## src/rtl/raster_pkg.sv

```systemverilog
package raster_pkg;

  localparam int unsigned POS_W = 10;
  localparam int unsigned VS_W  = 4;
  localparam int unsigned HS_W  = 7;

  typedef enum logic [1:0] {
    SEL_TIMING   = 2'd0,
    SEL_SYNCCFG  = 2'd1,
    SEL_SYNCTIME = 2'd2,
    SEL_FPORCH   = 2'd3
  } reg_sel_e;

  localparam logic [31:0] TIMING_MASK   = 32'h03FF_03FF;
  localparam logic [31:0] SYNCCFG_MASK  = 32'h0000_03FF;
  localparam logic [31:0] SYNCTIME_MASK = 32'hFFFF_FF7F;
  localparam logic [31:0] FPORCH_MASK   = 32'h0000_03FF;

  localparam logic [31:0] TIMING_RST   = 32'h0270_035F;
  localparam logic [31:0] SYNCCFG_RST  = 32'h0000_0000;
  localparam logic [31:0] SYNCTIME_RST = 32'h07D6_A53F;
  localparam logic [31:0] FPORCH_RST   = 32'h0000_0000;

  localparam int unsigned ST_FIELD  = 10;
  localparam int unsigned ST_ACTIVE = 11;
  localparam int unsigned ST_HSOFF  = 12;
  localparam int unsigned ST_VSOFF  = 13;

  typedef struct packed {
    logic [POS_W-1:0] lines_m1;
    logic [POS_W-1:0] dots_m1;
    logic             interlace;
    logic [VS_W-1:0]  vs_lines;
    logic [HS_W-1:0]  hs_code;
    logic [POS_W-1:0] fp_code;
  } raster_cfg_t;

endpackage

```

## src/rtl/raster_cfg_regs.sv

```systemverilog
module raster_cfg_regs
  import raster_pkg::*;
(
  input  logic        clk,
  input  logic        rst_n,
  input  logic        wr_en,
  input  logic [1:0]  wr_sel,
  input  logic [31:0] wr_data,
  output raster_cfg_t cfg
);

  logic [31:0] timing_q,   timing_d;
  logic [31:0] synccfg_q,  synccfg_d;
  logic [31:0] synctime_q, synctime_d;
  logic [31:0] fporch_q,   fporch_d;

  always_comb begin
    timing_d   = timing_q;
    synccfg_d  = synccfg_q;
    synctime_d = synctime_q;
    fporch_d   = fporch_q;
    if (wr_en) begin
      unique case (reg_sel_e'(wr_sel))
        SEL_TIMING:   timing_d   = wr_data & TIMING_MASK;
        SEL_SYNCCFG:  synccfg_d  = wr_data & SYNCCFG_MASK;
        SEL_SYNCTIME: synctime_d = wr_data & SYNCTIME_MASK;
        SEL_FPORCH:   fporch_d   = wr_data & FPORCH_MASK;
        default:      timing_d   = timing_q;
      endcase
    end
  end

  always_ff @(posedge clk or negedge rst_n) begin
    if (!rst_n) begin
      timing_q   <= TIMING_RST;
      synccfg_q  <= SYNCCFG_RST;
      synctime_q <= SYNCTIME_RST;
      fporch_q   <= FPORCH_RST;
    end else begin
      timing_q   <= timing_d;
      synccfg_q  <= synccfg_d;
      synctime_q <= synctime_d;
      fporch_q   <= fporch_d;
    end
  end

  always_comb begin
    cfg.lines_m1  = timing_q[16 +: POS_W];
    cfg.dots_m1   = timing_q[0 +: POS_W];
    cfg.interlace = synccfg_q[4];
    cfg.vs_lines  = synctime_q[8 +: VS_W];
    cfg.hs_code   = synctime_q[0 +: HS_W];
    cfg.fp_code   = fporch_q[0 +: POS_W];
  end

endmodule

```

## src/rtl/raster_counter.sv

```systemverilog
module raster_counter
  import raster_pkg::*;
#(
  parameter int unsigned FRAME_W    = 16,
  parameter int unsigned FRAME_LINE = 42
) (
  input  logic               clk,
  input  logic               rst_n,
  input  logic               dot_en,
  input  logic [POS_W-1:0]   lines_m1,
  input  logic [POS_W-1:0]   dots_m1,
  input  logic               interlace,
  output logic [POS_W-1:0]   dot_q,
  output logic [POS_W-1:0]   line_q,
  output logic               field_q,
  output logic [FRAME_W-1:0] frames_q,
  output logic               pulse_q
);

  localparam logic [POS_W-1:0] MARK_LINE = POS_W'(FRAME_LINE);

  logic [POS_W-1:0]   dot_d, line_d;
  logic               field_d, pulse_d;
  logic [FRAME_W-1:0] frames_d;
  logic               line_end, frame_end;

  assign line_end  = (dot_q >= dots_m1);
  assign frame_end = (line_q >= lines_m1);

  always_comb begin
    dot_d    = dot_q;
    line_d   = line_q;
    field_d  = field_q;
    frames_d = frames_q;
    pulse_d  = 1'b0;
    if (dot_en) begin
      if (line_end) begin
        dot_d = '0;
        if (frame_end) begin
          line_d = '0;
          if (interlace) field_d = ~field_q;
        end else begin
          line_d = line_q + 1'b1;
          if (line_d == MARK_LINE) begin
            pulse_d  = 1'b1;
            frames_d = frames_q + 1'b1;
          end
        end
      end else begin
        dot_d = dot_q + 1'b1;
      end
    end
  end

  always_ff @(posedge clk or negedge rst_n) begin
    if (!rst_n) begin
      dot_q    <= '0;
      line_q   <= '0;
      field_q  <= 1'b0;
      frames_q <= '0;
      pulse_q  <= 1'b0;
    end else begin
      dot_q    <= dot_d;
      line_q   <= line_d;
      field_q  <= field_d;
      frames_q <= frames_d;
      pulse_q  <= pulse_d;
    end
  end

endmodule

```

## src/rtl/raster_status.sv

```systemverilog
module raster_status
  import raster_pkg::*;
#(
  parameter int unsigned BACK_PORCH = 54
) (
  input  logic [POS_W-1:0] line,
  input  logic [POS_W-1:0] dot,
  input  logic             field,
  input  logic [VS_W-1:0]  vs_lines,
  input  logic [HS_W-1:0]  hs_code,
  input  logic [POS_W-1:0] fp_code,
  input  logic [POS_W-1:0] dots_m1,
  output logic [15:0]      status
);

  localparam int unsigned CW = POS_W + 2;

  logic [CW-1:0] dot_w, hs_w, fp_w, end_w, bp_w;
  logic          same_par, below_vs;

  always_comb begin
    dot_w    = CW'(dot);
    hs_w     = (CW'(hs_code) + CW'(1)) << 1;
    fp_w     = CW'(fp_code) + CW'(1);
    end_w    = CW'(dots_m1) + CW'(1);
    bp_w     = CW'(BACK_PORCH);
    same_par = (line[0] == field);
    below_vs = (line < POS_W'(vs_lines));
  end

  always_comb begin
    status = '0;
    status[POS_W-1:0] = line;
    status[ST_FIELD]  = field;
    if (same_par) begin
      status[ST_HSOFF] = (dot_w > hs_w);
      if (!below_vs) begin
        status[ST_VSOFF]  = 1'b1;
        status[ST_ACTIVE] = (dot_w > fp_w);
      end
    end else begin
      status[ST_HSOFF] = 1'b1;
      if (!below_vs) begin
        status[ST_VSOFF]  = 1'b1;
        status[ST_ACTIVE] = ((dot_w + bp_w) < end_w);
      end
    end
  end

endmodule

```

## src/rtl/raster_timing.sv

```systemverilog
module raster_timing
  import raster_pkg::*;
#(
  parameter int unsigned FRAME_W    = 16,
  parameter int unsigned FRAME_LINE = 42,
  parameter int unsigned BACK_PORCH = 54
) (
  input  logic               clk,
  input  logic               rst_n,
  input  logic               dot_en,
  input  logic               wr_en,
  input  logic [1:0]         wr_sel,
  input  logic [31:0]        wr_data,
  output logic [15:0]        status_word,
  output logic               frame_pulse,
  output logic [FRAME_W-1:0] frame_count,
  output logic [POS_W-1:0]   dot_pos,
  output logic [POS_W-1:0]   line_pos
);

  raster_cfg_t      cfg;
  logic             field_w;
  logic [VS_W-1:0]  vs_lines_w;
  logic             interlace_w;

  assign vs_lines_w  = cfg.vs_lines;
  assign interlace_w = cfg.interlace;

  raster_cfg_regs u_regs (
    .clk     (clk),
    .rst_n   (rst_n),
    .wr_en   (wr_en),
    .wr_sel  (wr_sel),
    .wr_data (wr_data),
    .cfg     (cfg)
  );

  raster_counter #(
    .FRAME_W    (FRAME_W),
    .FRAME_LINE (FRAME_LINE)
  ) u_count (
    .clk       (clk),
    .rst_n     (rst_n),
    .dot_en    (dot_en),
    .lines_m1  (cfg.lines_m1),
    .dots_m1   (cfg.dots_m1),
    .interlace (cfg.interlace),
    .dot_q     (dot_pos),
    .line_q    (line_pos),
    .field_q   (field_w),
    .frames_q  (frame_count),
    .pulse_q   (frame_pulse)
  );

  raster_status #(
    .BACK_PORCH (BACK_PORCH)
  ) u_stat (
    .line     (line_pos),
    .dot      (dot_pos),
    .field    (field_w),
    .vs_lines (cfg.vs_lines),
    .hs_code  (cfg.hs_code),
    .fp_code  (cfg.fp_code),
    .dots_m1  (cfg.dots_m1),
    .status   (status_word)
  );

endmodule

```

## config.mk

```make
export PLATFORM = sky130hd
export DESIGN_NAME = raster_timing
export DESIGN_NICKNAME = d
export VERILOG_FILES = /design/src/rtl/raster_pkg.sv /design/src/rtl/raster_cfg_regs.sv /design/src/rtl/raster_counter.sv /design/src/rtl/raster_status.sv /design/src/rtl/raster_timing.sv
export SDC_FILE = /design/constraint.sdc
export NUM_CORES = 1
export LEC_CHECK = 0
export CAP_MARGIN = 20
export CORE_ASPECT_RATIO = 0.7
export CORE_MARGIN = 2
export CORE_UTILIZATION = 45
export CTS_CLUSTER_DIAMETER = 80
export DETAILED_ROUTE_END_ITERATION = 8
export HOLD_SLACK_MARGIN = 0.05
export PLACE_DENSITY = 0.69
export SYNTH_ARGS = -nofsm -noshare
export SYNTH_HDL_FRONTEND = slang
export SYNTH_HIERARCHICAL = 1
export SYNTH_SLANG_ARGS = --single-unit
```

## constraint.sdc

```tcl
create_clock -name clk -period 5.5 [get_ports clk]
set_clock_uncertainty 0.15 [all_clocks]
set_input_delay 0.825 -clock clk [delete_from_list [all_inputs] [get_ports clk]]
set_output_delay 0.825 -clock clk [all_outputs]
set_load 0.02 [all_outputs]
```

# Word level (Yosys, flattened, before mapping)
# Cells that the tools add are included.
# W data, S select, Z words.
totals:
  regBits: 84
  inputBits: 38
  output_inout_bits: 53
  wordCells: 47
classes:
  addsub: 7
  order_cmp: 6
  eq_ne: 5
  muxes: 10
  bitwise_logic: 2
  n_reduce_logical: 8
op_table:
  columns: ["operator", "count"]
  rows:
  - ["$gt A10 B12 Y1", 2]
  - ["$add A10 B1 Y11 const B", 2]
  - ["$add A10 B1 Y10 const B", 2]
  - ["$ge A10 B10 Y1", 2]
  - ["$mux W10", 2]
  - ["$add A16 B1 Y16 const B", 1]
  - ["$lt A12 B12 Y1", 1]
  - ["$add A10 B6 Y11 const B", 1]
  - ["$eq A10 B6 Y1 const B", 1]
  - ["$lt A10 B4 Y1", 1]
  - ["$reduce_and A2 Y1", 5]
  - ["$add A7 B1 Y8 const B", 1]
  - ["$reduce_and A4 Y1", 2]
  - ["$mux W1", 7]
  - ["$eq A2 B2 Y1 const B", 2]
  - ["$eq A2 B1 Y1 const B", 1]
  - ["$logic_not A2 Y1", 1]
  - ["$mux W2", 1]
  - ["$not A1 Y1", 2]
  - ["$eq A1 B1 Y1", 1]

# Depth between registers and ports, before layout
# Gate-level depths: netlist (run 1).
depth:
  word_depth: 6
  depth_mapped: 12
  depth_no_buf: 12

# Hierarchy
# The synthesis (run 1) kept the hierarchy.
by_module_without_submodules:
  columns: ["module", "n_inst", "cells_each", "area_each_um2"]
  rows:
  - ["raster_counter", 1, 259, 2467.4]
  - ["raster_cfg_regs", 1, 91, 1664.1]
  - ["raster_status", 1, 179, 1361.3]

# Least setup slack after synthesis (run 1)
# No wires, ideal clock.
synth_path:
  path_type: "reg-to-output"
  start: "reg u_count.dot_q[1]"
  end: "out status_word[11]"
  arrival_time_ps: 2483
  path_slack_ps: 2042
  path_stages_with_launch: 13
  path_cell_list: "dfrtp_1 inv_1 ha_1 nor2b_1 nand2b_1 nand4_1 xnor2_1 ha_1 nand2_1 nor2_1 a2111oi_0 o311a_1 a41o_1"
synth_via:
  elab_chain_cells: 4
  word_cells_on_any_way: 6
  classes_between: "add/sub (1); order compare (2); mux (3)"
synth_lines:
  columns: ["element", "line_no", "source"]
  rows:
  - ["from (decl)", "raster_counter.sv:13", "output logic [POS_W-1:0] dot_q,"]
  - ["from (signal assigned)", "raster_counter.sv:63", "dot_q <= dot_d;"]
  - ["$add A10 B6 Y11", "raster_status.sv:45", "status[ST_ACTIVE] = ((dot_w + bp_w) < end_w);"]
  - ["$lt A12 B12 Y1", "raster_status.sv:45", null]
  - ["$mux W1", "raster_status.sv:43", "if (!below_vs) begin"]
  - ["$mux W2 (*)", "raster_status.sv:35", "if (same_par) begin"]
  - ["to (decl)", "raster_timing.sv:14", "output logic [15:0] status_word,"]
# Every way passes the cells marked *; elsewhere a longest branch is shown, timed or not.

# Worst setup path in the final report (run 1)
# Ends and elaborated chain as after synthesis.

==> flow_summary.toml, run 1 <==
[status]
outcome = "finished, final reports clean"

[die]
std_cell_rows = 33
design.die.area_um2 = 13100
design.portCount = 91
die_y_um = 96.4
die_width_um = 136
placeableCoreArea_um2 = 11800
initial_core_util_pct = 46.5

[routing]
wirelength_met1_um = 6870
post_drt_via_cell_ratio = 5.68
initialDrtViolationCount = 365
dr.pass1.iters = 5
num_vias = 4330
dr_wl_met3_um = 641
route.antenna.remaining_nets = 0
met2_length_um = 5960
postRouteWirelength_um = 13600
drt_drc_violations_left = 0
route.top_layer_used = "met4"
routed_wire_length_per_instance_um = 17.8

[setup_path]
timing.critical_path.arrival_ns = 3.70
worst_reg2reg_path_endpoint = "u_count/frames_q[5]"
r2r.worst_path.cells = 8
library_cell_contributing_the_largest_single_delay_on_the_critical_path = "sky130_fd_sc_hd__clkdlybuf4s50_1"
worstPathMaxFanout = 8
crit_path_cell_trace = "inv_1 -> ha_1 -> nor2b_1 -> nand2b_1 -> nand4_1 -> xnor2_1 -> ha_1 -> nand2_1 -> nor2_1 -> a2111oi_0 -> o311a_1 -> a41o_1 -> clkdlybuf4s50_1"
critical_path_launch_point = "u_count/dot_q[1]"
critPathMostFrequentCell = "sky130_fd_sc_hd__ha_1"
end_kind = "output port"
timing.critical_path.required_ns = 4.53
worstSetupPathType = "flip-flop to output port"
r2r_slack_ns = 2.35
startpoint_type = "flip-flop"
startpoint_of_the_most_critical_register_to_register_path = "u_regs/timing_q[6]"
timing.critical_path.slowest_cell_delay_ns = 0.60

[run]
maxCapViolations = 0

[timing]
timing.slew.headroom_pct = 28.1
final.setup.tns_ns = 0
timing.final.setup_violations = 0
rsz_0062_raised_after_global_routing = "false"
final.min_clock_period_ns = 4.67
fraction_of_the_cycle_the_final_worst_path_needs_pct = 84.9
setup_slack_ns = 0.830
maxSlewViolCount = 0
max_freq_ghz = 0.214
hold-worst-slack_ns = 0.169
tightest_slew_ns = 1.08
finalHoldViolations = 0

[clock_tree]
cts.sink_count = 80
max-clock-path-buffers = 2
cts_setup_buffers = 0
htree_num_levels = 3
tritoncts = "done"
tritoncts.num_buffers = 9
post_cts_hold_buffer_count = 0
post_cts_resized = 0
clk_root_buffer_cell = "sky130_fd_sc_hd__clkbuf_16"
clk_pin_slew_worst_paths_ns = 0.06
insertion_delay_ns = 0.34

[grt]
antenna_found_initial = 0
global_route_wire_length_before_repair_um = 22500
first_global_vias = 4297
gr-usage-all-layers_pct = 22.3
gr-total-overflow = 0
largest_net_degree_at_the_start_of_global_routing = 81

[final_layout]
drive_above_1_share_pct = 15.0
num_antenna_cells = 0
layout.filler_cells = 1024
area_taken_by_multi_input_logic_gates_um2 = 3170
post_layout_instance_count_excluding_filler_cells = 762
area_growth_pct = 22.0
seq_area_um2 = 2030
final_core_utilization_pct = 56.8
design_area_um2 = 6700
finalNetCount = 697

[yosys]
synth.yosys.seq_area_share_pct = 36.9
postSynthRegisterBits = 80
synth.cell_area_um2 = 5490
syn-mean-instance-area_um2 = 10.4
synth.largest_area_cell = "sky130_fd_sc_hd__dfrtp_1"
yosys.cell_types.count = 60
yosys_warnings = 6
synth_enable_flop_cells = 0
syn-instance-count = 529
ys_dominant_reg_cell = "sky130_fd_sc_hd__dfrtp_1"
asyncSetResetFlopFracSynth_pct = 100
synth.area.top_cells = "sky130_fd_sc_hd__dfrtp_1 (27%), sky130_fd_sc_hd__ha_1 (13%), sky130_fd_sc_hd__dfstp_2 (9.6%), sky130_fd_sc_hd__mux2_2 (6.4%), sky130_fd_sc_hd__xnor2_1 (4.6%)"
synthDominantCellAreaShare_pct = 27.3

[min_path]
hold_class = "primary input to asynchronous set/reset pin"

[placement]
place.detailed.instances = 745
portBuffers = 78
dp.final_hpwl_um = 9760
gp_congestion = 0.881
dpl_cell_area_um2 = 6330
detailedPlace.worstSlack_ns = 1.30

[power_and_ir_drop]
total_power_mw = 2.41
leakage_nw = 3.00
p_per_area_nw_per_um2 = 359
vdd_ir_drop_max_uv = 218
[kinds of logic (layout without fill, tap and decap cells)]
group / after synthesis / after routing / synth area share, %
compound gates: 80 / 80 / 10.4
simple gates: 153 / 153 / 15.9
fa+ha+maj: 59 / 59 / 13.4
buf+inv: 61 / 136 / 5.47
mux: 44 / 44 / 9.68
other cells: 1 / 2 / 0.0683
xor+xnor: 51 / 51 / 8.13
flops: 80 / 80 / 36.9
[cells in the final DEF (no fill, tap or decap), types with 13 or more instances in the layout]
cell                              Yosys  layout
sky130_fd_sc_hd__nand4_1             13      13
sky130_fd_sc_hd__nand2_1             16      16
sky130_fd_sc_hd__inv_1               41      41
sky130_fd_sc_hd__xnor2_1             29      29
sky130_fd_sc_hd__ha_1                59      59
sky130_fd_sc_hd__mux2_2              31      31
sky130_fd_sc_hd__xor2_1              22      22
sky130_fd_sc_hd__nor2_1              27      27
sky130_fd_sc_hd__and3_1              15      15
sky130_fd_sc_hd__dfrtp_1             60      60
sky130_fd_sc_hd__dfstp_2             20      20
sky130_fd_sc_hd__clkdlybuf4s50_1      0      77
sky130_fd_sc_hd__o21ai_1             15      15
sky130_fd_sc_hd__nand3_1             39      39
[state kept, by name, summed over array words and instances, names as in the netlist]
| name | count |
|---|---|
| u_regs/fporch_q | 10 |
| u_count/pulse_q | 1 |
| u_count/line_q | 10 |
| u_count/field_q | 1 |
| u_regs/timing_q | 20 |
| u_count/frames_q | 16 |
| u_count/dot_q | 10 |
| u_regs/synccfg_q | 1 |
| u_regs/synctime_q | 11 |
[critical path, delay by kind of cell (launching register included)]
family,cells,cell delay (ns)
flip-flops,1,0.54
AO/OA/AOI/OAI,3,0.76
adder cells (fa/ha/maj),2,0.56
AND/OR/NAND/NOR,5,0.59
XOR/XNOR,1,0.17
buffers and inverters,2,0.75
[report_power, final]
group	internal, mW	switching, mW
registers	0.695	0.166
clock network	0.456	0.248
logic	0.407	0.435
total	1.56	0.849
[area by class of cell]
cell class,instances,share of cell area [%]
Timing Repair Buffer,79,12.0
Clock inverter,5,1.55
Clock buffer,11,3.62
Inverter,41,2.30
Sequential cell,80,30.2
Tap cell,157,2.93
Multi-Input combinational cell,389,47.3
[metal layers]
layer / GRT usage [%] / up-vias
li1: - / 2042
met3: 4.33 / 10
met1: 32.7 / 2138
met2: 33.5 / 140
met5: 0 / -
met4: 6.34 / 0
[Yosys cell counts, drive strengths merged (3+ instances only)]
cell type  number
dfrtp          60
o31ai           6
nor4            6
and2            3
o21ai          24
buf            16
nand3          40
o211ai          3
a21oi           8
inv            41
nor3           10
a2111oi         3
a31oi           4
xnor2          29
nand4          13
and3           15
or2             3
clkbuf          4
a21o            4
nand2b          9
ha             59
a22o            4
a211oi          8
mux2           43
o2bb2ai         3
dfstp          20
xor2           22
nand2          16
nor2           27
[worst max-delay path by stage]
stage | slack, ns | endpoint | depth (start not counted)
floorplan | 2.04 | status_word[11] | 12
global placement | 1.35 | status_word[11] | 13
detailed placement | 1.30 | status_word[11] | 13
CTS | 0.91 | status_word[11] | 13
global route | 0.71 | status_word[11] | 13
finish | 0.83 | status_word[11] | 13
No activity file was read; power rests on OpenSTA's default activity.
==> run 2, diff against run 1 <==
PLACE_DENSITY = 0.72   (was 0.69)
clock period = 4.1 ns   (was 5.5 ns; I/O delays follow)
==> run 2 against run 1 <==
Net effect: combinational power increased by 48%; first-iteration DRC count is 2.5% lower; critical path depth is 2 lower; non-clock buffer count grew 7; final cell count is 0.92% higher; sequential power is 25% higher; flip-flop and latch count is the same.
==> flow_summary.toml, run 2 (synthesized netlist as in run 1, its figures left out) <==
[status]
outcome = "finished, final reports clean"

[timing]
timing.slew.headroom_pct = 25.4
max_freq_ghz = 0.252
maxSlewViolCount = 0
rsz_0062_raised_after_global_routing = "false"
tightest_slew_ns = 1.12
final.setup.tns_ns = 0
setup_slack_ns = 0.131
finalHoldViolations = 0
timing.final.setup_violations = 0
fraction_of_the_cycle_the_final_worst_path_needs_pct = 96.8
final.min_clock_period_ns = 3.97

[die]
initial_core_util_pct = 46.5
design.portCount = 91
die_width_um = 136
die_y_um = 96.4
std_cell_rows = 33
placeableCoreArea_um2 = 11800
design.die.area_um2 = 13100

[setup_path]
timing.critical_path.arrival_ns = 3.20
critical_path_launch_point = "u_regs/fporch_q[0]"
startpoint_of_the_most_critical_register_to_register_path = "u_count/line_q[0]"
r2r.worst_path.cells = 8
worst_reg2reg_path_endpoint = "u_count/frames_q[1]"
timing.critical_path.required_ns = 3.34
end_kind = "output port"
startpoint_type = "flip-flop"
worstPathMaxFanout = 5
worstSetupPathType = "flip-flop to output port"
crit_end = "status_word[11]"
r2r_slack_ns = 1.06

[run]
maxCapViolations = 0

[grt]
antenna_found_initial = 0
largest_net_degree_at_the_start_of_global_routing = 81
gr-usage-all-layers_pct = 21.4
global_route_wire_length_before_repair_um = 21900
first_global_vias = 4291
gr-total-overflow = 0

[placement]
place.detailed.instances = 751
detailedPlace.worstSlack_ns = 0.227
gp_congestion = 0.913
portBuffers = 78
dpl_cell_area_um2 = 6370
dp.final_hpwl_um = 9950

[final_layout]
post_layout_instance_count_excluding_filler_cells = 769
drive_above_1_share_pct = 16.0
area_growth_pct = 23.1
num_antenna_cells = 0
largest_reg_flops = 20
final_core_utilization_pct = 57.2
layout_common_cells = "sky130_fd_sc_hd__clkdlybuf4s50_1 (76), sky130_fd_sc_hd__dfrtp_1 (60), sky130_fd_sc_hd__ha_1 (59)"
finalNetCount = 704
reg_top3 = "u_regs/timing_q: 20 flops, u_count/frames_q: 16 flops, u_regs/synctime_q: 11 flops"
layout.cells.most_common = "sky130_fd_sc_hd__clkdlybuf4s50_1"
registers.top_by_ff_count = "u_regs/timing_q"
design_area_um2 = 6760

[clock_tree]
clk_root_buffer_cell = "sky130_fd_sc_hd__clkbuf_16"
cts_setup_buffers = 0
tritoncts.num_buffers = 9
htree_num_levels = 3
insertion_delay_ns = 0.33
max-clock-path-buffers = 2
clk_pin_slew_worst_paths_ns = 0.06
tritoncts = "done"
cts.sink_count = 80

[routing]
route.antenna.remaining_nets = 0
postRouteWirelength_um = 13400
dr.pass1.iters = 7
initialDrtViolationCount = 356
post_drt_via_cell_ratio = 5.69
routed_wire_length_per_instance_um = 17.4
num_vias = 4377
drt_drc_violations_left = 0

[power_and_ir_drop]
share_clk_of_total_power_pct = 28.5
comb_power_share_pct = 38.2
power_switching_share_pct = 34.8
cell_internal_pwr_mw = 2.12
p_seq_share_pct = 33.3
p_per_area_nw_per_um2 = 482
leakage_nw = 3.04
vdd_ir_drop_max_uv = 266
switching_power_mw = 1.13

[min_path]
hold_class = "flip-flop to flip-flop"
## run 2: cell types whose count changed in the layout (fill, tap and decap cells not counted), sizes merged
cell	change
dlygate4sd2	+1
clkdlybuf4s50	-1
dlygate4sd3	+1
buf	+6
## run 2: timing repair
action                                  CTS  global route
pin swaps                                 0             0
hold endpoints to repair                  0             9
hold buffers                              0             1
gates resized for setup                   3             1
endpoints found under the setup margin    1             1
## run 2: worst min path at each step
stage               slack [ns]                 start  cells past startpoint                    to
finish                    0.32  u_count/frames_q[15]                      1  u_count/frames_q[15]
global route              0.36   u_count/frames_q[8]                      1   u_count/frames_q[8]
CTS                       0.33  u_count/frames_q[15]                      1  u_count/frames_q[15]
detailed placement        0.32  u_count/frames_q[15]                      1  u_count/frames_q[15]
global placement          0.31  u_count/frames_q[15]                      1  u_count/frames_q[15]
floorplan                 0.17                 rst_n                      0      u_count/dot_q[0]
## run 2: power groups by stage
stage | registers (mW) | logic [mW] | clock network (mW)
after global routing | 1.10 | 1.39 | 0.989
after floorplan | 1.12 | 0.749 | 0
after CTS | 1.08 | 1.24 | 0.950
after global placement | 1.09 | 1.16 | 0
final | 1.08 | 1.25 | 0.928
after detailed placement | 1.09 | 1.22 | 0
## run 2: layer usage
layer	wire length, um	vias to the layer above	track usage, %
met5	0	-	0
met1	6430	2126	30.9
li1	-	2058	-
met4	121	0	4.25
met3	976	17	4.54
met2	5870	176	33.5
## run 2: stage by stage
step           hold slack (ns)  total power [mW]
6_report                 0.321              3.26
5_1_grt                  0.365              3.48
4_1_cts                  0.328              3.27
3_5_place_dp             0.318              2.32
3_3_place_gp             0.309              2.25
2_1_floorplan            0.169              1.87
## run 2: cell type report
| cell class | count | area, um2 |
|---|---|---|
| Clock buffer | 11 | 243 |
| Clock inverter | 5 | 104 |
| Fill cell | 1004 | 5050 |
| Inverter | 41 | 154 |
| Multi-Input combinational cell | 389 | 3180 |
| Sequential cell | 80 | 2030 |
| Tap cell | 157 | 196 |
| Timing Repair Buffer | 86 | 860 |
## run 2: critical path, cell delays in order, from the launching register on
cell,delay (ns)
sky130_fd_sc_hd__dfrtp_1,0.40
sky130_fd_sc_hd__ha_1,0.24
sky130_fd_sc_hd__nand2_1,0.09
sky130_fd_sc_hd__nor2_1,0.25
sky130_fd_sc_hd__and3_1,0.22
sky130_fd_sc_hd__xnor2_1,0.13
sky130_fd_sc_hd__ha_1,0.29
sky130_fd_sc_hd__a21o_4,0.24
sky130_fd_sc_hd__a2111oi_4,0.33
sky130_fd_sc_hd__o21ai_1,0.10
sky130_fd_sc_hd__a41o_1,0.25
sky130_fd_sc_hd__dlygate4sd2_1,0.32
==> run 3, diff against run 2 <==
GPL_TIMING_DRIVEN = 0   (was not set)
==> run 3 against run 2 <==
Net effect: flip-flop and latch count did not move; register-to-register slack lost 0.14 ns; final cell count grew 2.0%; setup slack worse by 0.011 ns; non-clock buffer count increased by 15; combinational power is 4% lower; fmax decreased by 0.26%; critical path depth down 1; clock power down 4.5%; critical path type unchanged.
==> flow_summary.toml, run 3 (synthesized netlist as in run 1, its figures left out) <==
[status]
outcome = "finished, final reports clean"

[min_path]
min_delay_path_depth = 1
hp-start = "u_count/frames_q[15]"
hold_class = "flip-flop to flip-flop"
holdPathEnd = "u_count/frames_q[15]"

[power_and_ir_drop]
leakage_nw = 3.10
share_clk_of_total_power_pct = 27.5
power_switching_share_pct = 35.3
switching_power_mw = 1.14
vdd_ir_drop_max_uv = 288
cell_internal_pwr_mw = 2.08
p_seq_share_pct = 35.0
comb_power_share_pct = 37.5
total_power_mw = 3.22
p_per_area_nw_per_um2 = 469

[final_layout]
layout.filler_cells = 989
final_core_utilization_pct = 58.0
reg_top3 = "u_regs/timing_q: 20 flops, u_count/frames_q: 16 flops, u_regs/synctime_q: 11 flops"
layout.cells.most_common = "sky130_fd_sc_hd__clkdlybuf4s50_1"
drive_above_1_share_pct = 17.7
design_area_um2 = 6850
num_antenna_cells = 0
largest_reg_flops = 20
layout_common_cells = "sky130_fd_sc_hd__clkdlybuf4s50_1 (75), sky130_fd_sc_hd__ha_1 (59), sky130_fd_sc_hd__dfrtp_1 (58)"
seq_area_um2 = 2030
finalNetCount = 719
area_taken_by_multi_input_logic_gates_um2 = 3170
area_growth_pct = 24.7
registers.top_by_ff_count = "u_regs/timing_q"

[routing]
route.antenna.remaining_nets = 0
routed_wire_length_per_instance_um = 17.2
num_vias = 4406
post_drt_via_cell_ratio = 5.62
postRouteWirelength_um = 13500
drt_drc_violations_left = 0
dr.pass1.iters = 5
initialDrtViolationCount = 376

[placement]
portBuffers = 77
gp_congestion = 0.916
dp.final_hpwl_um = 10100
dpl_cell_area_um2 = 6490

[timing]
tightest_slew_ns = 0.874
fraction_of_the_cycle_the_final_worst_path_needs_pct = 97.1
final.min_clock_period_ns = 3.98
timing.slew.headroom_pct = 41.3
maxSlewViolCount = 0
final.setup.tns_ns = 0
timing.final.setup_violations = 0
max_freq_ghz = 0.251
finalHoldViolations = 0

[setup_path]
timing.critical_path.required_ns = 3.34
critical_path_launch_point = "u_regs/timing_q[0]"
worst_reg2reg_path_endpoint = "u_count/line_q[4]"
worstPathMaxFanout = 6
startpoint_type = "flip-flop"
startpoint_of_the_most_critical_register_to_register_path = "u_count/line_q[0]"
timing.critical_path.arrival_ns = 3.21
r2r.worst_path.cells = 9
worstSetupPathType = "flip-flop to output port"
end_kind = "output port"
r2r_slack_ns = 0.92

[grt]
global_route_wire_length_before_repair_um = 22100
antenna_found_initial = 0
first_global_vias = 4311
gr-total-overflow = 0
gr-usage-all-layers_pct = 21.7
largest_net_degree_at_the_start_of_global_routing = 65

[die]
initial_core_util_pct = 46.5
die_y_um = 96.4
design.die.area_um2 = 13100
design.portCount = 91
std_cell_rows = 33
die_width_um = 136
placeableCoreArea_um2 = 11800

[clock_tree]
clk_pin_slew_worst_paths_ns = 0.06
cts.sink_count = 80
clk_root_buffer_cell = "sky130_fd_sc_hd__clkbuf_16"
tritoncts.num_buffers = 9
htree_num_levels = 3
insertion_delay_ns = 0.33
tritoncts = "done"
max-clock-path-buffers = 2

[run]
maxCapViolations = 0
run 3: changes by cell type in the layout (fill, tap and decap cells not counted), moves of 2 or more:
cell | before | now
sky130_fd_sc_hd__clkbuf_1 | 1 | 5
sky130_fd_sc_hd__buf_4 | 7 | 16
sky130_fd_sc_hd__dfrtp_1 | 60 | 58
sky130_fd_sc_hd__buf_6 | 0 | 3
sky130_fd_sc_hd__dfrtp_2 | 0 | 2
run 3: worst max-delay path by stage:
stage,endpoint,cells past startpoint
floorplan,status_word[11],12
global placement,u_count/frames_q[6],1
detailed placement,status_word[11],13
CTS,status_word[11],11
global route,status_word[12],10
finish,status_word[11],10
run 3: power by group through the flow:
stage          clock (mW)  sequential, mW  combinational (mW)
2_1_floorplan           0            1.12               0.749
3_3_place_gp            0            1.16                1.08
3_5_place_dp            0            1.16                1.14
4_1_cts             0.903            1.14                1.17
5_1_grt             0.933            1.15                1.34
6_report            0.886            1.13                1.20
run 3: metrics by stage:
stage | cells | hold WS (ns) | setup slack (ns)
final | 784 | 0.312 | 0.121
after global routing | 784 | 0.349 | -0.0500
after CTS | 783 | 0.320 | 0.151
after detailed placement | 765 | 0.309 | 0.0970
after global placement | 764 | 0.312 | -0.566
after floorplan | 530 | 0.169 | 0.852
run 3: layer usage:
metal	share of wire (%)	up-vias	track usage, %	routed length, um
met2	45	153	34.6	6030
met1	50	2158	31.3	6690
met5	0	-	0	0
met4	0.59	0	3.82	79
li1	-	2085	-	-
met3	5.2	10	3.76	706
run 3: timing repair:
action | in CTS | in global routing
setup endpoints to repair | 1 | 2
endpoints found under the hold margin | 5 | 0
pin swaps | 0 | 0
gates resized for setup | 3 | 2
hold buffers | 1 | 0
setup buffers | 1 | 1
run 3: cell type report:
type	count	share of cell area, %
inverter	41	2.25
timing repair buffer	81	12.0
buffer	20	2.14
sequential	80	29.6
clock inverter	4	1.11
tap	157	2.87
multi-input combinational	389	46.3
clock buffer	12	3.74
run 3: critical path: stages (launching register included):
cell and delay, ns:
sky130_fd_sc_hd__dfstp_2 0.59, sky130_fd_sc_hd__ha_1 0.24, sky130_fd_sc_hd__and3_1 0.27, sky130_fd_sc_hd__xnor2_1 0.09, sky130_fd_sc_hd__ha_1 0.29, sky130_fd_sc_hd__nand4_1 0.12, sky130_fd_sc_hd__a211oi_1 0.32, sky130_fd_sc_hd__nor3_1 0.12
sky130_fd_sc_hd__o311a_1 0.30, sky130_fd_sc_hd__a41o_1 0.22, sky130_fd_sc_hd__dlygate4sd2_1 0.32
